==> config.mk <==
export PLATFORM = sky130hd
export DESIGN_NAME = lpm_ctrl
export DESIGN_NICKNAME = d
export VERILOG_FILES = /design/src/rtl/lpm_pkg.sv /design/src/rtl/lpm_seq.sv /design/src/rtl/lpm_div.sv /design/src/rtl/lpm_gate.sv /design/src/rtl/lpm_ctrl.sv
export SDC_FILE = /design/constraint.sdc
export NUM_CORES = 1
export LEC_CHECK = 0
export BUFFER_PORTS_ARGS = -buffer_cell sky130_fd_sc_hd__buf_4
export CORE_AREA = 3 3 52 54
export DETAILED_ROUTE_END_ITERATION = 8
export DIE_AREA = 0 0 55 57
export PLACE_DENSITY = 0.86
export SYNTH_ARGS = -nofsm -noshare
export SYNTH_HDL_FRONTEND = slang
export SYNTH_HIERARCHICAL = 1
export SYNTH_SLANG_ARGS = --single-unit
==> constraint.sdc <==
create_clock -name clk -period 5.1 [get_ports clk]
set_clock_uncertainty 0.1 [all_clocks]
set_input_delay 0.255 -clock clk [delete_from_list [all_inputs] [get_ports clk]]
set_output_delay 0.255 -clock clk [all_outputs]
set_load 0.005 [all_outputs]
==> src/rtl/lpm_pkg.sv <==
package lpm_pkg;

  typedef enum logic [2:0] {
    S_ACT, S_MED, S_SLP, S_SSB, S_SET, S_HSB, S_REC
  } lpm_st_e;

  localparam logic [2:0] MODE_ACT = 3'd0;
  localparam logic [2:0] MODE_MED = 3'd1;
  localparam logic [2:0] MODE_SLP = 3'd2;
  localparam logic [2:0] MODE_SSB = 3'd3;
  localparam logic [2:0] MODE_HSB = 3'd4;

  // Map internal state to the reported mode code.
  function automatic logic [2:0] mode_of(lpm_st_e s);
    case (s)
      S_ACT:        return MODE_ACT;
      S_MED:        return MODE_MED;
      S_SLP:        return MODE_SLP;
      S_SSB, S_SET: return MODE_SSB;
      default:      return MODE_HSB;
    endcase
  endfunction

  // Clamp a ratio code to the largest supported one.
  function automatic logic [2:0] clamp_code(logic [2:0] sel, logic [2:0] max_code);
    return (sel > max_code) ? max_code : sel;
  endfunction

  // Length of one divided period, in input clocks, minus one.
  function automatic logic [5:0] last_count(logic [2:0] code);
    return 6'((7'd2 << code) - 7'd1);
  endfunction

endpackage

==> src/rtl/lpm_seq.sv <==
module lpm_seq
  import lpm_pkg::*;
#(
  parameter int unsigned SETTLE_CYC = 16,
  parameter int unsigned RST_CYC    = 8
) (
  input  logic    clk,
  input  logic    rst_n,
  input  logic    sleep_req,
  input  logic    stby_sel,
  input  logic    hw_stby_n,
  input  logic    med_en,
  input  logic    irq_req,
  input  logic    wake_req,
  output lpm_st_e st
);
  localparam int unsigned TMAX  = (SETTLE_CYC > RST_CYC) ? SETTLE_CYC : RST_CYC;
  localparam int unsigned TMR_W = $clog2(TMAX + 1);

  logic [TMR_W-1:0] tmr;
  logic             settle_done;
  logic             recov_done;
  lpm_st_e          halt_st;

  assign settle_done = (tmr == TMR_W'(SETTLE_CYC - 1));
  assign recov_done  = (tmr == TMR_W'(RST_CYC - 1));
  assign halt_st     = stby_sel ? S_SSB : S_SLP;

  always_ff @(posedge clk) begin
    if (!rst_n) begin
      st  <= S_ACT;
      tmr <= '0;
    end else if (!hw_stby_n) begin
      st  <= S_HSB;
      tmr <= '0;
    end else begin
      case (st)
        S_ACT: begin
          if (sleep_req)   st <= halt_st;
          else if (med_en) st <= S_MED;
        end
        S_MED: begin
          if (sleep_req)    st <= halt_st;
          else if (!med_en) st <= S_ACT;
        end
        S_SLP: if (irq_req || wake_req) st <= S_ACT;
        S_SSB: if (wake_req) begin
          st  <= S_SET;
          tmr <= '0;
        end
        S_SET: begin
          if (settle_done) st <= S_ACT;
          else             tmr <= tmr + 1'b1;
        end
        S_HSB: begin
          st  <= S_REC;
          tmr <= '0;
        end
        S_REC: begin
          if (recov_done) st <= S_ACT;
          else            tmr <= tmr + 1'b1;
        end
        default: st <= S_ACT;
      endcase
    end
  end
endmodule

==> src/rtl/lpm_div.sv <==
module lpm_div
  import lpm_pkg::*;
#(
  parameter int unsigned MAX_CODE = 4
) (
  input  logic       clk,
  input  logic       rst_n,
  input  logic       in_med,
  input  logic [2:0] div_sel,
  output logic       div_tick,
  output logic       div_wrap,
  output logic [2:0] code
);
  localparam int unsigned CNT_W = MAX_CODE + 1;
  localparam logic [2:0]  MAXC  = 3'(MAX_CODE);

  logic [CNT_W-1:0] cnt;

  assign div_tick = (cnt == '0);
  assign div_wrap = in_med && (6'(cnt) == last_count(code));

  always_ff @(posedge clk) begin
    if (!rst_n) begin
      cnt  <= '0;
      code <= '0;
    end else if (!in_med || div_wrap) begin
      cnt  <= '0;
      code <= clamp_code(div_sel, MAXC);
    end else begin
      cnt <= cnt + 1'b1;
    end
  end
endmodule

==> src/rtl/lpm_gate.sv <==
module lpm_gate
  import lpm_pkg::*;
#(
  parameter int unsigned N_MOD = 8
) (
  input  lpm_st_e          st,
  input  logic             div_tick,
  input  logic [2:0]       code,
  input  logic [N_MOD-1:0] mod_stop,
  output logic             cpu_clk_en,
  output logic             osc_en,
  output logic             periph_rst,
  output logic [N_MOD-1:0] mod_clk_en,
  output logic [2:0]       div_ratio,
  output logic [2:0]       mode
);
  logic mods_run;

  assign mods_run   = (st == S_ACT) || (st == S_MED) || (st == S_SLP);
  assign cpu_clk_en = (st == S_ACT) || ((st == S_MED) && div_tick);
  assign osc_en     = !((st == S_SSB) || (st == S_HSB));
  assign periph_rst = (st == S_HSB) || (st == S_REC);
  assign div_ratio  = (st == S_MED) ? code : 3'd0;
  assign mode       = mode_of(st);

  for (genvar i = 0; i < N_MOD; i++) begin : g_mod
    assign mod_clk_en[i] = mods_run && !mod_stop[i];
  end
endmodule

==> src/rtl/lpm_ctrl.sv <==
module lpm_ctrl
  import lpm_pkg::*;
#(
  parameter int unsigned N_MOD      = 8,
  parameter int unsigned SETTLE_CYC = 16,
  parameter int unsigned RST_CYC    = 8,
  parameter int unsigned MAX_CODE   = 4
) (
  input  logic             clk,
  input  logic             rst_n,
  input  logic             sleep_req,
  input  logic             stby_sel,
  input  logic             hw_stby_n,
  input  logic             med_en,
  input  logic [2:0]       div_sel,
  input  logic [N_MOD-1:0] mod_stop,
  input  logic             irq_req,
  input  logic             wake_req,
  output logic             cpu_clk_en,
  output logic             osc_en,
  output logic             periph_rst,
  output logic [N_MOD-1:0] mod_clk_en,
  output logic [2:0]       div_ratio,
  output logic [2:0]       mode
);
  lpm_st_e    st;
  logic       in_med;
  logic       div_tick;
  logic       div_wrap;
  logic [2:0] code;

  assign in_med = (st == S_MED);

  lpm_seq #(.SETTLE_CYC(SETTLE_CYC), .RST_CYC(RST_CYC)) u_seq (
    .clk(clk), .rst_n(rst_n), .sleep_req(sleep_req), .stby_sel(stby_sel),
    .hw_stby_n(hw_stby_n), .med_en(med_en), .irq_req(irq_req),
    .wake_req(wake_req), .st(st)
  );

  lpm_div #(.MAX_CODE(MAX_CODE)) u_div (
    .clk(clk), .rst_n(rst_n), .in_med(in_med), .div_sel(div_sel),
    .div_tick(div_tick), .div_wrap(div_wrap), .code(code)
  );

  lpm_gate #(.N_MOD(N_MOD)) u_gate (
    .st(st), .div_tick(div_tick), .code(code), .mod_stop(mod_stop),
    .cpu_clk_en(cpu_clk_en), .osc_en(osc_en), .periph_rst(periph_rst),
    .mod_clk_en(mod_clk_en), .div_ratio(div_ratio), .mode(mode)
  );
endmodule

==> results of run 1 <==
-- worst max-delay path, delay by kind of cell (launching register included) --
kind	cells	cell delay [ns]
AND/OR/NAND/NOR	1	0.38
XOR/XNOR	1	0.28
adder cells (fa/ha/maj)	1	0.26
multiplexers	2	0.45
flip-flops	1	0.40
AO/OA/AOI/OAI	2	0.37
-- worst max path at each step --
stage               slack (ns)             to  cells past startpoint
floorplan                 2.99  u_div/code[0]                      8
CTS                       2.81  u_div/code[2]                      7
detailed placement        2.83  u_div/code[2]                      7
global placement          2.99  u_div/code[1]                      7
global route              2.65  u_div/code[2]                      7
finish                    2.80  u_div/code[2]                      7
-- power breakdown --
group          internal (mW)  switching, mW
sequential             0.129         0.0133
clock                 0.0275         0.0394
combinational         0.0466         0.0372
-- metrics by stage --
| stage | instance area (µm²) | setup WS (ns) | std cells | util |
|---|---|---|---|---|
| finish | 1490 | 2.80 | 207 | 0.659 |
| CTS | 1490 | 2.81 | 207 | 0.659 |
| floorplan | 1220 | 2.99 | 148 | - |
| global route | 1490 | 2.65 | 207 | 0.659 |
| detailed placement | 1460 | 2.83 | 204 | 0.649 |
| global placement | 1460 | 2.99 | 204 | 0.649 |
-- per-layer routing --
metal	vias to the layer above	part of all wire	wire [µm]
met3	6	0.10	285
met5	-	0	0
met4	0	0.011	31
met1	542	0.41	1160
li1	583	-	-
met2	46	0.48	1350
-- final cells by class --
| class | instances | area, µm² | share of cell area |
|---|---|---|---|
| timing repair buffer | 35 | 263 | 0.177 |
| inverter | 7 | 26.3 | 0.0177 |
| tap | 28 | 35.0 | 0.0236 |
| clock buffer | 3 | 22.5 | 0.0152 |
| multi-input combinational | 118 | 820 | 0.551 |
| sequential | 16 | 320 | 0.215 |
-- state kept, by name (all words and copies together) (netlist names) --
register and cells:
u_seq/st 3, u_div/cnt 5, u_seq/tmr 5, u_div/code 3
-- cell usage in the layout (no fill, tap or decap), types with 5 or more instances in the layout --
cell and count:
nor2_1 16, nand2_1 9, and2_1 6, mux2i_1 6
buf_4 35, a21oi_1 6, dfxtp_1 16, ha_1 5
xnor2_1 5, nand3_1 5, inv_1 7
==> results.toml, run 1 <==
[run_status]
status = "finished clean"

[placed_design]
portBuffers = 35
dp_hpwl_mm = 2.17
gp_congestion = 0.877

[pwr]
power_mw = 0.293
max-vdd-ir-drop_mv = 0.176
cellLeakagePower_nw = 0.648
powerDensity_nw_per_um2 = 197

[clock_tree]
cts_hold_buf = 0
cts_num_sinks = 16
cts_buffer_depth = 2
htreeDepth = 1
cts_tree = "yes"
clk_latency_ns = 0.29
ctsResizeCount = 0
post_cts_buffers = 0
cts_buffers = 3
cts.reportedPaths.clkPinSlew_ns = 0.09
cts-root-buf = "clkbuf_4"

[timing]
hold_viol_final = 0
worst_pin_slew_ns = 0.666
finalCritPeriodShare = 0.451
fin_crit_ns = 2.30
slew_headroom = 0.556
finalMaxSlewViolations = 0
fin_tns_setup_ns = 0
grt_setup_unrepaired = "no"
hold_slack_ns = 0.0929
fmax_mhz = 434
setup_violations = 0

[logic_synthesis]
yosysWarnings = 6
syn-instance-count = 148
syn_avg_cell_area_um2 = 8.27
syn_area_um2 = 1220
synth_nets = 172

[global_route]
grtUsageMet1 = 0.229
grt-ovfl-total = 0
antenna_found_initial = 0
grt_pass1_wl_mm = 4.42
grt.busiest_layer = "met2"
gr-usage-met2 = 0.302
grt_pass1_vias = 1047
grt_max_degree = 22
gr-usage-met3 = 0.0522
grtUsageTotal = 0.184

[worst_setup_path]
critPathLaunch = "u_div/code[2]"
slowest_stage = "dfxtp_1"
end_kind = "flip-flop"
ff2ff_setup_slack_ns = 2.80
r2r_end = "u_div/code[2]"
crit_required_ns = 5.22
crit_type = "reg2reg"
crit_path_max_fanout = 9
path_cells = "or3_1 > ha_1 > xnor2_1 > mux2i_1 > a21oi_1 > a21boi_2 > mux2i_1"
r2r_start = "u_div/code[2]"
startpoint_type = "flip-flop"
slowest_delay_ns = 0.40
r2r.worst_path.cells = 7
crit_arrival_ns = 2.42
cpMostUsedCell = "mux2i_1"

[floorplanning]
die_w_um = 55
num_rows = 17
dieHeight_um = 57
die_area_um2 = 3140
start_util = 0.543
ios = 36
core_region_area_um2 = 2250

[drt]
vias_per_cell = 5.69
vias = 1177
postRouteAntennaNets = 0
firstDrtPassIters = 5
wl_mm = 2.83
drt_iter0_markers = 22
post_drt_wl_per_cell_um = 13.7
drc = 0

[layout]
n_antenna_cell = 0
drive_above_1_share = 0.251
fillers = 190
nets = 205
synthToLayoutAreaGrowth_pct = 21.5

[worst_hold_path]
min_to = "u_seq/st[2]"
hold_depth = 2
worstHoldPathType = "in2reg"
hold_start = "hw_stby_n"

[job]
cap_violations = 0
Power figures use the tool's default switching activity.
==> run 2: changes to the inputs <==
--- a/config.mk
+++ b/config.mk
@@ -6,10 +6,10 @@
 export NUM_CORES = 1
 export LEC_CHECK = 0
 export BUFFER_PORTS_ARGS = -buffer_cell sky130_fd_sc_hd__buf_4
-export CORE_AREA = 3 3 52 54
+export CORE_AREA = 3 3 56 58
 export DETAILED_ROUTE_END_ITERATION = 8
-export DIE_AREA = 0 0 55 57
-export PLACE_DENSITY = 0.86
+export DIE_AREA = 0 0 59 61
+export PLACE_DENSITY = 0.78
 export SYNTH_ARGS = -nofsm -noshare
 export SYNTH_HDL_FRONTEND = slang
 export SYNTH_HIERARCHICAL = 1
==> constraint.sdc (replaced) <==
create_clock -name clk -period 2.1 [get_ports clk]
set_clock_uncertainty 0.1 [all_clocks]
set_input_delay 0.105 -clock clk [delete_from_list [all_inputs] [get_ports clk]]
set_output_delay 0.105 -clock clk [all_outputs]
set_load 0.005 [all_outputs]
==> run 2 against run 1 <==
Against the previous run:
- sequential share of layout area shrank 1.4 points
- worst setup slack lost 2.8 ns
- worst hold slack lost 0.062 ns
- register-to-register slack lost 2.8 ns
- fmax grew 12%
- cell area grew 7.4%
- non-clock buffer count grew 7
- final cell count grew 5.3%
- critical path depth is the same
==> results.toml, run 2 (synthesized netlist as in run 1, its figures left out) <==
[run_status]
status = "finished clean"

[drt]
drt_iter0_markers = 53
firstDrtPassIters = 4
vias_per_cell = 5.40
drc = 0
vias = 1178
wl_mm = 2.94
postRouteAntennaNets = 0
post_drt_wl_per_cell_um = 13.5

[worst_setup_path]
crit_arrival_ns = 2.18
crit_path_max_fanout = 4
slowest_stage = "or3_4"
slowest_delay_ns = 0.39
path_cells = "or3_4 > ha_4 > or3b_4 > a21oi_2 > nor2_1 > a21boi_2 > mux2i_1"
r2r_start = "u_div/code[0]"
crit_type = "reg2reg"
startpoint_type = "flip-flop"
crit_required_ns = 2.22
endpoint = "u_div/code[1]"
ff2ff_setup_slack_ns = 0.04
end_kind = "flip-flop"
r2r.worst_path.cells = 7
critPathLaunch = "u_div/code[0]"
r2r_end = "u_div/code[1]"

[global_route]
grt_max_degree = 22
grtUsageTotal = 0.162
grt-ovfl-total = 0
antenna_found_initial = 0
grt_pass1_wl_mm = 4.68
grt_pass1_vias = 1047

[pwr]
max-vdd-ir-drop_mv = 0.339
powerDensity_nw_per_um2 = 487
cellLeakagePower_nw = 0.696

[floorplanning]
start_util = 0.452
die_area_um2 = 3600
num_rows = 19
ios = 36
dieHeight_um = 61
core_region_area_um2 = 2710
die_w_um = 59

[clock_tree]
cts_tree = "yes"
cts_buffer_depth = 2
post_cts_buffers = 0
cts_num_sinks = 16
cts.reportedPaths.clkPinSlew_ns = 0.10
htreeDepth = 1
clk_latency_ns = 0.28
cts_buffers = 3
cts-root-buf = "clkbuf_4"

[placed_design]
placed_area_um2 = 1500
gp_congestion = 0.890
dp_slack_ns = -0.0153
portBuffers = 35
dp_hpwl_mm = 2.29

[worst_hold_path]
hold_start = "rst_n"
hold_depth = 3
worstHoldPathType = "in2reg"

[timing]
worst_pin_slew_ns = 0.678
fin_tns_setup_ns = 0
fmax_mhz = 486
fin_crit_ns = 2.06
finalCritPeriodShare = 0.981
finalMaxSlewViolations = 0
worst_slack_ns = 0.0405
grt_setup_unrepaired = "yes"
hold_viol_final = 0
setup_violations = 0
slew_headroom = 0.547

[layout]
n_antenna_cell = 0
final_common_cell = "buf_4"
synthToLayoutAreaGrowth_pct = 30.5
final_cell_mix = "buf_4 (39), nor2_1 (16), dfxtp_1 (15)"
reg_top3 = "u_div/cnt (5), u_seq/tmr (5)"
final_area_um2 = 1600
drive_above_1_share = 0.299
nets = 212

[job]
cap_violations = 0
==> run 2: cell count changes in the layout (fill, tap and decap cells not counted), sizes merged <==
| cell | before | now |
|---|---|---|
| buf | 35 | 39 |
| clkbuf | 3 | 4 |
| dlygate4sd3 | 0 | 3 |
==> run 2: how the worst min path moves through the flow <==
stage                               end
final                       u_seq/st[0]
after global routing      u_div/code[2]
after CTS                   u_seq/st[0]
after detailed placement    u_seq/st[0]
after global placement      u_seq/st[0]
after floorplan             u_seq/st[0]
==> run 2: layout make-up <==
cell class | instances | area, µm²
fill | 258 | 1110
clock buffer | 4 | 36.3
tap | 31 | 38.8
timing repair buffer | 42 | 323
multi-input combinational | 118 | 851
inverter | 7 | 26.3
sequential | 16 | 322
==> run 2: metrics by stage <==
stage | utilization | instances | hold WS, ns | power, mW
CTS | 0.578 | 218 | 0.0233 | 0.773
floorplan | - | 148 | 0.104 | 0.474
global route | 0.589 | 218 | 0.0482 | 0.820
global placement | 0.553 | 211 | 0.237 | 0.554
finish | 0.589 | 218 | 0.0313 | 0.777
detailed placement | 0.553 | 211 | 0.240 | 0.564
==> run 2: repair_timing <==
action / in CTS / in global routing
hold buffers: 3 / 0
resized for setup: 1 / 6
endpoints found under the setup margin: 3 / 7
pin swaps: 2 / 1
gates cloned: 0 / 0
hold endpoints to repair: 4 / 0
==> run 2: critical path: cells and delay by family (launching register included) <==
| family | cells | cell delay (ns) |
|---|---|---|
| and+or+nand+nor | 3 | 0.83 |
| muxes | 1 | 0.21 |
| AOI/OAI and AO/OA | 2 | 0.34 |
| DFF | 1 | 0.33 |
| adders and majority gates | 1 | 0.19 |
==> run 2: power breakdown <==
group / internal (mW) / switching [mW] / total [mW]
Combinational: 0.133 / 0.106 / 0.239
Sequential: 0.314 / 0.0240 / 0.338
Clock: 0.105 / 0.0950 / 0.200
==> run 2: metal layers <==
layer	track usage	up-vias	part of all wire	wire length (µm)
li1	-	599	-	-
met1	0.208	552	0.44	1310
met2	0.295	25	0.51	1510
met3	0.0191	2	0.036	107
met4	0.0291	0	0.0058	17
met5	0	-	0	0
